`config.mk`:
```
export PLATFORM = sky130hd
export DESIGN_NAME = mono_vga_scan
export DESIGN_NICKNAME = d
export VERILOG_FILES = /design/src/rtl/mvga_pkg.sv /design/src/rtl/mvga_hcount.sv /design/src/rtl/mvga_vseq.sv /design/src/rtl/mvga_fetch.sv /design/src/rtl/mvga_shift.sv /design/src/rtl/mono_vga_scan.sv
export SDC_FILE = /design/constraint.sdc
export NUM_CORES = 1
export LEC_CHECK = 0
export BUFFER_PORTS_ARGS = -buffer_cell sky130_fd_sc_hd__buf_2
export CORE_MARGIN = 5
export CORE_UTILIZATION = 30
export CTS_CLUSTER_DIAMETER = 40
export DETAILED_ROUTE_END_ITERATION = 12
export GPL_ROUTABILITY_DRIVEN = 0
export PLACE_DENSITY_LB_ADDON = 0.15
export SKIP_LAST_GASP = 1
export SLEW_MARGIN = 0
export SYNTH_ARGS = -nofsm -noshare
export SYNTH_HDL_FRONTEND = slang
export SYNTH_SLANG_ARGS = --single-unit
export TNS_END_PERCENT = 30
```
`constraint.sdc`:
```
create_clock -name clk -period 3.8 [get_ports clk]
set_input_delay 0.76 -clock clk [delete_from_list [all_inputs] [get_ports clk]]
set_output_delay 0.76 -clock clk [all_outputs]
set_load 0.02 [all_outputs]
```
`src/rtl/mvga_pkg.sv`:
```
package mvga_pkg;

    // Vertical phases of a frame, visited in declaration order.
    typedef enum logic [2:0] {
        PH_PRE  = 3'd0,
        PH_SYNC = 3'd1,
        PH_BACK = 3'd2,
        PH_SHOW = 3'd3,
        PH_TAIL = 3'd4
    } vphase_e;

endpackage

```
`src/rtl/mvga_hcount.sv`:
```
module mvga_hcount #(
    parameter int H_TOTAL = 800
) (
    input  logic                       clk,
    input  logic                       rst,
    output logic [$clog2(H_TOTAL)-1:0] hcnt,
    output logic                       line_last
);
    localparam int HW = $clog2(H_TOTAL);

    assign line_last = (hcnt == HW'(H_TOTAL - 1));

    always_ff @(posedge clk) begin
        if (rst)            hcnt <= '0;
        else if (line_last) hcnt <= '0;
        else                hcnt <= hcnt + 1'b1;
    end

    AST_H_WRAP: assert property (@(posedge clk) disable iff (rst)
        line_last |=> (hcnt == '0));
    AST_H_RANGE: assert property (@(posedge clk) disable iff (rst)
        int'(hcnt) < H_TOTAL);

endmodule

```
`src/rtl/mvga_vseq.sv`:
```
module mvga_vseq
    import mvga_pkg::*;
#(
    parameter int V_TOTAL    = 449,
    parameter int VS_ON      = 2,
    parameter int VS_OFF     = 4,
    parameter int SHOW_FIRST = 39,
    parameter int SHOW_LINES = 400
) (
    input  logic                       clk,
    input  logic                       rst,
    input  logic                       line_last,
    output logic [$clog2(V_TOTAL)-1:0] vcnt,
    output vphase_e                    phase,
    output logic                       frame_last
);
    localparam int VW       = $clog2(V_TOTAL);
    localparam int SHOW_END = SHOW_FIRST + SHOW_LINES;

    logic [VW-1:0] vnext;
    vphase_e       phase_n;

    assign frame_last = line_last && (vcnt == VW'(V_TOTAL - 1));
    assign vnext      = frame_last ? '0 : vcnt + 1'b1;

    always_ff @(posedge clk) begin
        if (rst)            vcnt <= '0;
        else if (line_last) vcnt <= vnext;
    end

    // State register
    always_ff @(posedge clk) begin
        if (rst) phase <= PH_PRE;
        else     phase <= phase_n;
    end

    // Next-state logic: moves only on a line boundary
    always_comb begin
        phase_n = phase;
        if (line_last) begin
            unique case (phase)
                PH_PRE:  if (vnext == VW'(VS_ON))      phase_n = PH_SYNC;
                PH_SYNC: if (vnext == VW'(VS_OFF))     phase_n = PH_BACK;
                PH_BACK: if (vnext == VW'(SHOW_FIRST)) phase_n = PH_SHOW;
                PH_SHOW: if (vnext == VW'(SHOW_END))   phase_n = PH_TAIL;
                PH_TAIL: if (vnext == '0)              phase_n = PH_PRE;
                default:                               phase_n = PH_PRE;
            endcase
        end
    end

    AST_V_RANGE: assert property (@(posedge clk) disable iff (rst)
        int'(vcnt) < V_TOTAL);
    AST_SYNC_BAND: assert property (@(posedge clk) disable iff (rst)
        (phase == PH_SYNC) == (int'(vcnt) >= VS_ON && int'(vcnt) < VS_OFF));
    AST_SHOW_BAND: assert property (@(posedge clk) disable iff (rst)
        (phase == PH_SHOW) == (int'(vcnt) >= SHOW_FIRST && int'(vcnt) < SHOW_END));
    AST_PHASE_HOLD: assert property (@(posedge clk) disable iff (rst)
        !line_last |=> $stable(phase));

endmodule

```
`src/rtl/mvga_fetch.sv`:
```
module mvga_fetch #(
    parameter int ADDR_W     = 15,
    parameter int WORD_W     = 32,
    parameter int LINE_WORDS = 20,
    parameter int FB_BASE    = 0,
    parameter int DEPTH      = 2
) (
    input  logic              clk,
    input  logic              rst,
    input  logic              line_start,
    input  logic              show_line,
    input  logic              frame_last,
    input  logic              pop,
    output logic [WORD_W-1:0] head,
    output logic              head_vld,
    output logic              rd_en,
    output logic [ADDR_W-1:0] rd_addr,
    input  logic [WORD_W-1:0] rd_data
);
    localparam int BYTES_W = WORD_W / 8;
    localparam int WCW     = $clog2(LINE_WORDS + 1);
    localparam int PW      = $clog2(DEPTH);
    localparam int CW      = $clog2(DEPTH + 1);

    logic [ADDR_W-1:0] ptr;
    logic [WCW-1:0]    left;
    logic              rd_q;
    logic [WORD_W-1:0] slot [DEPTH];
    logic [PW-1:0]     wp, rp;
    logic [CW-1:0]     count;

    // Credit check: queued words plus the one in flight must fit.
    assign rd_en    = (left != '0) && ((int'(count) + int'(rd_q)) < DEPTH);
    assign rd_addr  = ptr;
    assign head     = slot[rp];
    assign head_vld = (count != '0);

    always_ff @(posedge clk) begin
        if (rst)             ptr <= ADDR_W'(FB_BASE);
        else if (frame_last) ptr <= ADDR_W'(FB_BASE);
        else if (rd_en)      ptr <= ptr + ADDR_W'(BYTES_W);
    end

    always_ff @(posedge clk) begin
        if (rst)                          left <= '0;
        else if (line_start && show_line) left <= WCW'(LINE_WORDS);
        else if (rd_en)                   left <= left - 1'b1;
    end

    always_ff @(posedge clk) begin
        if (rst) rd_q <= 1'b0;
        else     rd_q <= rd_en;
    end

    always_ff @(posedge clk) begin
        if (rd_q) slot[wp] <= rd_data;
    end

    always_ff @(posedge clk) begin
        if (rst) begin
            wp    <= '0;
            rp    <= '0;
            count <= '0;
        end else begin
            if (rd_q) wp <= (int'(wp) == DEPTH - 1) ? '0 : wp + 1'b1;
            if (pop)  rp <= (int'(rp) == DEPTH - 1) ? '0 : rp + 1'b1;
            count <= count + CW'(rd_q) - CW'(pop);
        end
    end

    AST_NO_OVERFLOW: assert property (@(posedge clk) disable iff (rst)
        int'(count) <= DEPTH);
    AST_READ_ON_SHOW: assert property (@(posedge clk) disable iff (rst)
        rd_en |-> show_line);
    AST_ADDR_ALIGN: assert property (@(posedge clk) disable iff (rst)
        rd_en |-> (int'(rd_addr) % BYTES_W == 0));

endmodule

```
`src/rtl/mvga_shift.sv`:
```
module mvga_shift #(
    parameter int WORD_W = 32
) (
    input  logic              clk,
    input  logic              rst,
    input  logic              pix_on,
    input  logic [WORD_W-1:0] head,
    input  logic              head_vld,
    output logic              pop,
    output logic              pix_bit
);
    localparam int NB = WORD_W / 8;
    localparam int BW = $clog2(WORD_W);

    logic [WORD_W-1:0] ord;
    logic [WORD_W-1:0] sh;
    logic [BW-1:0]     bidx;

    // Lowest-address byte moves to the top so it plays first.
    for (genvar g = 0; g < NB; g++) begin : g_lane
        assign ord[WORD_W-1-8*g -: 8] = head[8*g +: 8];
    end

    assign pop     = pix_on && (bidx == '0);
    assign pix_bit = (bidx == '0) ? ord[WORD_W-1] : sh[WORD_W-1];

    always_ff @(posedge clk) begin
        if (rst) begin
            bidx <= '0;
            sh   <= '0;
        end else if (pix_on) begin
            bidx <= bidx + 1'b1;
            sh   <= (bidx == '0) ? (ord << 1) : (sh << 1);
        end
    end

    AST_PREFETCH_READY: assert property (@(posedge clk) disable iff (rst)
        pop |-> head_vld);

endmodule

```
`src/rtl/mono_vga_scan.sv`:
```
module mono_vga_scan
    import mvga_pkg::*;
#(
    parameter int H_TOTAL    = 800,
    parameter int HS_ON      = 16,
    parameter int HS_OFF     = 48,
    parameter int ACT_START  = 64,
    parameter int ACT_PIX    = 640,
    parameter int V_TOTAL    = 449,
    parameter int VS_ON      = 2,
    parameter int VS_OFF     = 4,
    parameter int SHOW_FIRST = 39,
    parameter int SHOW_LINES = 400,
    parameter int WORD_W     = 32,
    parameter int ADDR_W     = 15,
    parameter int FB_BASE    = 0,
    parameter int PF_DEPTH   = 2
) (
    input  logic              clk,
    input  logic              rst,
    output logic              fb_rd_en,
    output logic [ADDR_W-1:0] fb_rd_addr,
    input  logic [WORD_W-1:0] fb_rd_data,
    output logic              hsync_n,
    output logic              vsync,
    output logic              video,
    output logic              line_stb,
    output logic              frame_stb
);
    localparam int HW         = $clog2(H_TOTAL);
    localparam int VW         = $clog2(V_TOTAL);
    localparam int LINE_WORDS = ACT_PIX / WORD_W;
    localparam int ACT_END    = ACT_START + ACT_PIX;

    logic [HW-1:0]  hcnt;
    logic [VW-1:0]  vcnt;
    logic           line_last, frame_last;
    vphase_e        phase;
    logic           pix_on, pix_bit, pop;
    logic [WORD_W-1:0] head;
    logic           head_vld;

    mvga_hcount #(.H_TOTAL(H_TOTAL)) u_h (
        .clk(clk), .rst(rst), .hcnt(hcnt), .line_last(line_last)
    );

    mvga_vseq #(
        .V_TOTAL(V_TOTAL), .VS_ON(VS_ON), .VS_OFF(VS_OFF),
        .SHOW_FIRST(SHOW_FIRST), .SHOW_LINES(SHOW_LINES)
    ) u_v (
        .clk(clk), .rst(rst), .line_last(line_last),
        .vcnt(vcnt), .phase(phase), .frame_last(frame_last)
    );

    assign pix_on = (phase == PH_SHOW) &&
                    (int'(hcnt) >= ACT_START) && (int'(hcnt) < ACT_END);

    mvga_fetch #(
        .ADDR_W(ADDR_W), .WORD_W(WORD_W), .LINE_WORDS(LINE_WORDS),
        .FB_BASE(FB_BASE), .DEPTH(PF_DEPTH)
    ) u_f (
        .clk(clk), .rst(rst),
        .line_start(hcnt == '0), .show_line(phase == PH_SHOW),
        .frame_last(frame_last), .pop(pop),
        .head(head), .head_vld(head_vld),
        .rd_en(fb_rd_en), .rd_addr(fb_rd_addr), .rd_data(fb_rd_data)
    );

    mvga_shift #(.WORD_W(WORD_W)) u_s (
        .clk(clk), .rst(rst), .pix_on(pix_on),
        .head(head), .head_vld(head_vld),
        .pop(pop), .pix_bit(pix_bit)
    );

    // Output process: every port one clock behind the counters.
    always_ff @(posedge clk) begin
        if (rst) begin
            hsync_n   <= 1'b1;
            vsync     <= 1'b0;
            video     <= 1'b0;
            line_stb  <= 1'b0;
            frame_stb <= 1'b0;
        end else begin
            hsync_n   <= !((int'(hcnt) >= HS_ON) && (int'(hcnt) < HS_OFF));
            vsync     <= (phase == PH_SYNC);
            video     <= pix_on && pix_bit;
            line_stb  <= (hcnt == '0);
            frame_stb <= (hcnt == '0) && (vcnt == '0);
        end
    end

    AST_FRAME_ON_LINE: assert property (@(posedge clk) disable iff (rst)
        frame_stb |-> line_stb);
    AST_HS_FALL_COL: assert property (@(posedge clk) disable iff (rst)
        $fell(hsync_n) |-> (int'(hcnt) == HS_ON + 1));
    AST_VIDEO_DARK: assert property (@(posedge clk) disable iff (rst)
        video |-> ($past(phase) == PH_SHOW));
    AST_VIDEO_WINDOW: assert property (@(posedge clk) disable iff (rst)
        video |-> ($past(int'(hcnt)) >= ACT_START && $past(int'(hcnt)) < ACT_END));

endmodule

```
==> impl_metrics.ini <==
[outcome]
outcome = completed

[critical_path]
ff2ff_path_depth = 4
worst-endpoint-required_ns = 3.04
worst-path-max-fanout = 3
critical_path_class = reg2out
worstSetupEndpointType = output pin
cp.arrival_ns = 1.85
critical_path.cell_chain = inv_1, ha_1, nor4b_1, nor2_1, buf_2
critical-path-max-stage-delay_ns = 0.52
r2r_slack_ns = 1.27
reg2reg_from = u_h.hcnt[6]$_SDFF_PP0_
critical_path.startpoint_type = flop
cp_slowest_cell = nor4b_1
critical_path.reg2reg.endpoint = u_s.sh[20]$_SDFFE_PP0P_

[die]
fp.dieArea_sq_um = 24530
die_width_microns = 156.6
core_box_area_sq_um = 21090
floorplan.die.height_microns = 156.6
core.rowCount = 53
io_pins = 55
initial_utilization_pct = 30.58

[clock_tree]
cts-resized-gates = 0
cts_made_buffers = 17
cts_num_sinks = 151
path_clk_slew_ns = 0.07
hold_buffers_post_cts = 0
ctsLongestPathBuffers = 2
clkLatencyLatePin_ns = 0.42
clk_root_buffer_cell = clkbuf_16
postCtsSetupRepairBufs = 0
tritoncts = yes
cts-htree-levels = 4

[grt]
number_of_global_route_vias_before_repair = 4427
grt_antenna_before_repair = 0
grt_max_degree = 64
track_usage_pct = 11.00
grt_first_pass_wirelength_microns = 21740
total_congestion_overflow = 0

[sta]
final.setup_skew_ns = 0.01230
achievable-frequency_mhz = 382.7
period_share_pct = 68.77
period_minus_slack_ns = 2.613
grt_setup_unrepaired = no
tightestPinTransition_ns = 1.071
hold_viol = 0
setup_viol = 0
report.final.slew_viol_count = 0
finalSetupTns_ns = 0
max_slew_margin_pct = 28.57

[logic_synthesis]
synth_enable_flop_cells = 64
postSynth.asyncResetShare_pct = 0
syn-instance-count = 608
synthDominantCellAreaShare_pct = 29.80
synthDistinctLibCells = 66
ys_dominant_reg_cell = dfxtp_1
synthTopCellsByArea = edfxtp_1 (30%), dfxtp_1 (27%), nand2_1 (5.5%)
synth-seq-area-share_pct = 56.81
yosys_register_bits = 151
postSynthAreaPerCell_sq_um = 10.61
yosysWarnings = 0
synth_largest_area_cell = edfxtp_1
netlist_area_sq_um = 6449

[routing]
avgRoutedWirePerCell_microns = 13.98
routed-via-count = 4482
drt_iter0_markers = 262
drt-total-wl_microns = 13110
final_antenna_net_count = 0
drt-vias-per-instance = 4.778
drt_first_pass_iters = 4
drcViolationCount = 0

[layout]
fill_cells = 2116
final_core_util_pct = 35.69
synthToLayoutAreaGrowth_pct = 16.71
antenna_cells_inserted = 0
drive_gt1_share_pct = 17.19
finalNetCount = 694
fin_cells = 938

[flow_run]
drv.max_cap_violation_count = 0

[placed_design]
place.port_buffers = 52
dp_hpwl_microns = 8420
dp_cells = 906

[min_path]
hold_end = u_s.sh[17]$_SDFFE_PP0P_
holdCritPathClass = reg2reg
timing.hold.worst.start = u_s.sh[17]$_SDFFE_PP0P_
hold-path-cell-count = 2

[power]
leakagePower_nw = 2.685
fin_total_pwr_w = 0.004186
power_per_cell_area_nw_per_um2 = 556.2
ir_drop_mv = 0.2642
how the worst max path moves through the flow:
stage / from / end / cells past startpoint
detailed placement: rst / u_f.rd_addr[7]$_SDFFE_PP0P_ / 4
global route: u_h.hcnt[6]$_SDFF_PP0_ / u_s.sh[24]$_SDFFE_PP0P_ / 4
floorplan: u_v.phase[0]$_SDFFE_PP0P_ / u_f.count[1]$_SDFF_PP0_ / 10
CTS: u_f.left[0]$_SDFFE_PP0P_ / fb_rd_en / 5
finish: u_f.left[0]$_SDFFE_PP0P_ / fb_rd_en / 5
global placement: u_h.hcnt[6]$_SDFF_PP0_ / u_s.sh[20]$_SDFFE_PP0P_ / 4
cell usage after synthesis, types with 2 or more instances:
master    count
buf_1         5
edfxtp_1     64
nor4b_1       3
nand4_1      12
clkbuf_1     22
mux2i_1      34
dfxtp_1      87
o211ai_1     30
buf_2         7
a211oi_2      2
a21oi_1      42
and3_2        2
o21ai_0       6
nor2_1       46
nand3_1      13
inv_1        15
ha_1         10
or3_1         5
and3_1        4
xnor2_1      10
nor4_1        4
nand2_1      95
a211o_1       2
nor3_1       10
xor2_1       25
a31oi_1       2
a311oi_1      3
a211oi_1      2
and4_1        2
and2_1        7
buf_4         2
cell families (layout without fill, tap and decap cells):
family / after synthesis / after routing / synth area share (%)
fa+ha+maj: 10 / 10 / 1.940
other cells: 1 / 2 / 0.05815
buf+inv: 54 / 108 / 3.512
mux: 35 / 35 / 5.452
xor+xnor: 35 / 35 / 4.754
compound gates: 107 / 107 / 11.82
flops: 151 / 151 / 56.81
simple gates: 215 / 215 / 15.66
routing by layer:
layer	global-route usage, %	routed length [microns]
met1	13.84	6180
met2	17.93	6236
met3	2.848	449
met4	4.711	244
met5	0	0
state kept, by name (all words and copies together) (netlist names), named ones only:
| register | flops |
|---|---|
| u_f.slot | 64 |
| line_stb | 1 |
| u_f.left | 5 |
| vsync | 1 |
| hsync_n | 1 |
| frame_stb | 1 |
| u_s.bidx | 5 |
| u_v.phase | 3 |
| u_f.wp | 1 |
| u_f.rd_q | 1 |
| u_f.rp | 1 |
| u_v.vcnt | 9 |
| video | 1 |
| u_h.hcnt | 10 |
| u_f.count | 2 |
| u_f.rd_addr | 13 |
| u_s.sh | 31 |
metrics by stage:
step | hold WS, ns | cell area, sq um | setup WS (ns)
global route | 0.4674 | 7526 | 0.9732
global placement | 0.4448 | 6969 | 1.229
CTS | 0.4553 | 7526 | 1.120
detailed placement | 0.4469 | 6969 | 1.169
finish | 0.4547 | 7526 | 1.187
floorplan | 0.4320 | 6452 | 1.435
worst max-delay path: cells and delay by family (launching register included):
kind | cells | cell delay [ns]
adder cells (fa/ha/maj) | 1 | 0.19
buffers and inverters | 2 | 0.25
flip-flops | 1 | 0.33
AND/OR/NAND/NOR | 2 | 0.65
area by class of cell:
type / instances / area, sq um / share of cell area (%)
clock buffer: 19 / 432.9 / 5.752
clock inverter: 13 / 123.9 / 1.646
inverter: 17 / 63.81 / 0.8479
multi-input combinational: 404 / 2584 / 34.33
sequential: 151 / 3665 / 48.69
tap: 275 / 344.1 / 4.572
timing repair buffer: 59 / 312.8 / 4.156
placed cells by master (no fill, tap or decap), types with 3 or more instances in the layout:
master / synthesis / routed
a21oi_1: 42 / 42
a311oi_1: 3 / 3
and2_1: 7 / 7
and3_1: 4 / 4
buf_2: 7 / 52
buf_4: 2 / 7
clkbuf_16: 0 / 17
clkinv_2: 0 / 3
clkinv_4: 0 / 3
dfxtp_1: 87 / 86
edfxtp_1: 64 / 64
ha_1: 10 / 10
inv_1: 15 / 15
inv_6: 0 / 3
mux2i_1: 34 / 34
nand2_1: 95 / 95
nand3_1: 13 / 13
nand4_1: 12 / 12
nor2_1: 46 / 45
nor3_1: 10 / 10
nor4_1: 4 / 4
o211ai_1: 30 / 30
o21ai_0: 6 / 6
or3_1: 5 / 5
xnor2_1: 10 / 10
xor2_1: 25 / 25
where the power goes:
group / switching (W) / internal (W)
clock network: 0.000685 / 0.000910
registers: 0.0000864 / 0.00194
logic: 0.000361 / 0.000200
Power figures use the tool's default switching activity.
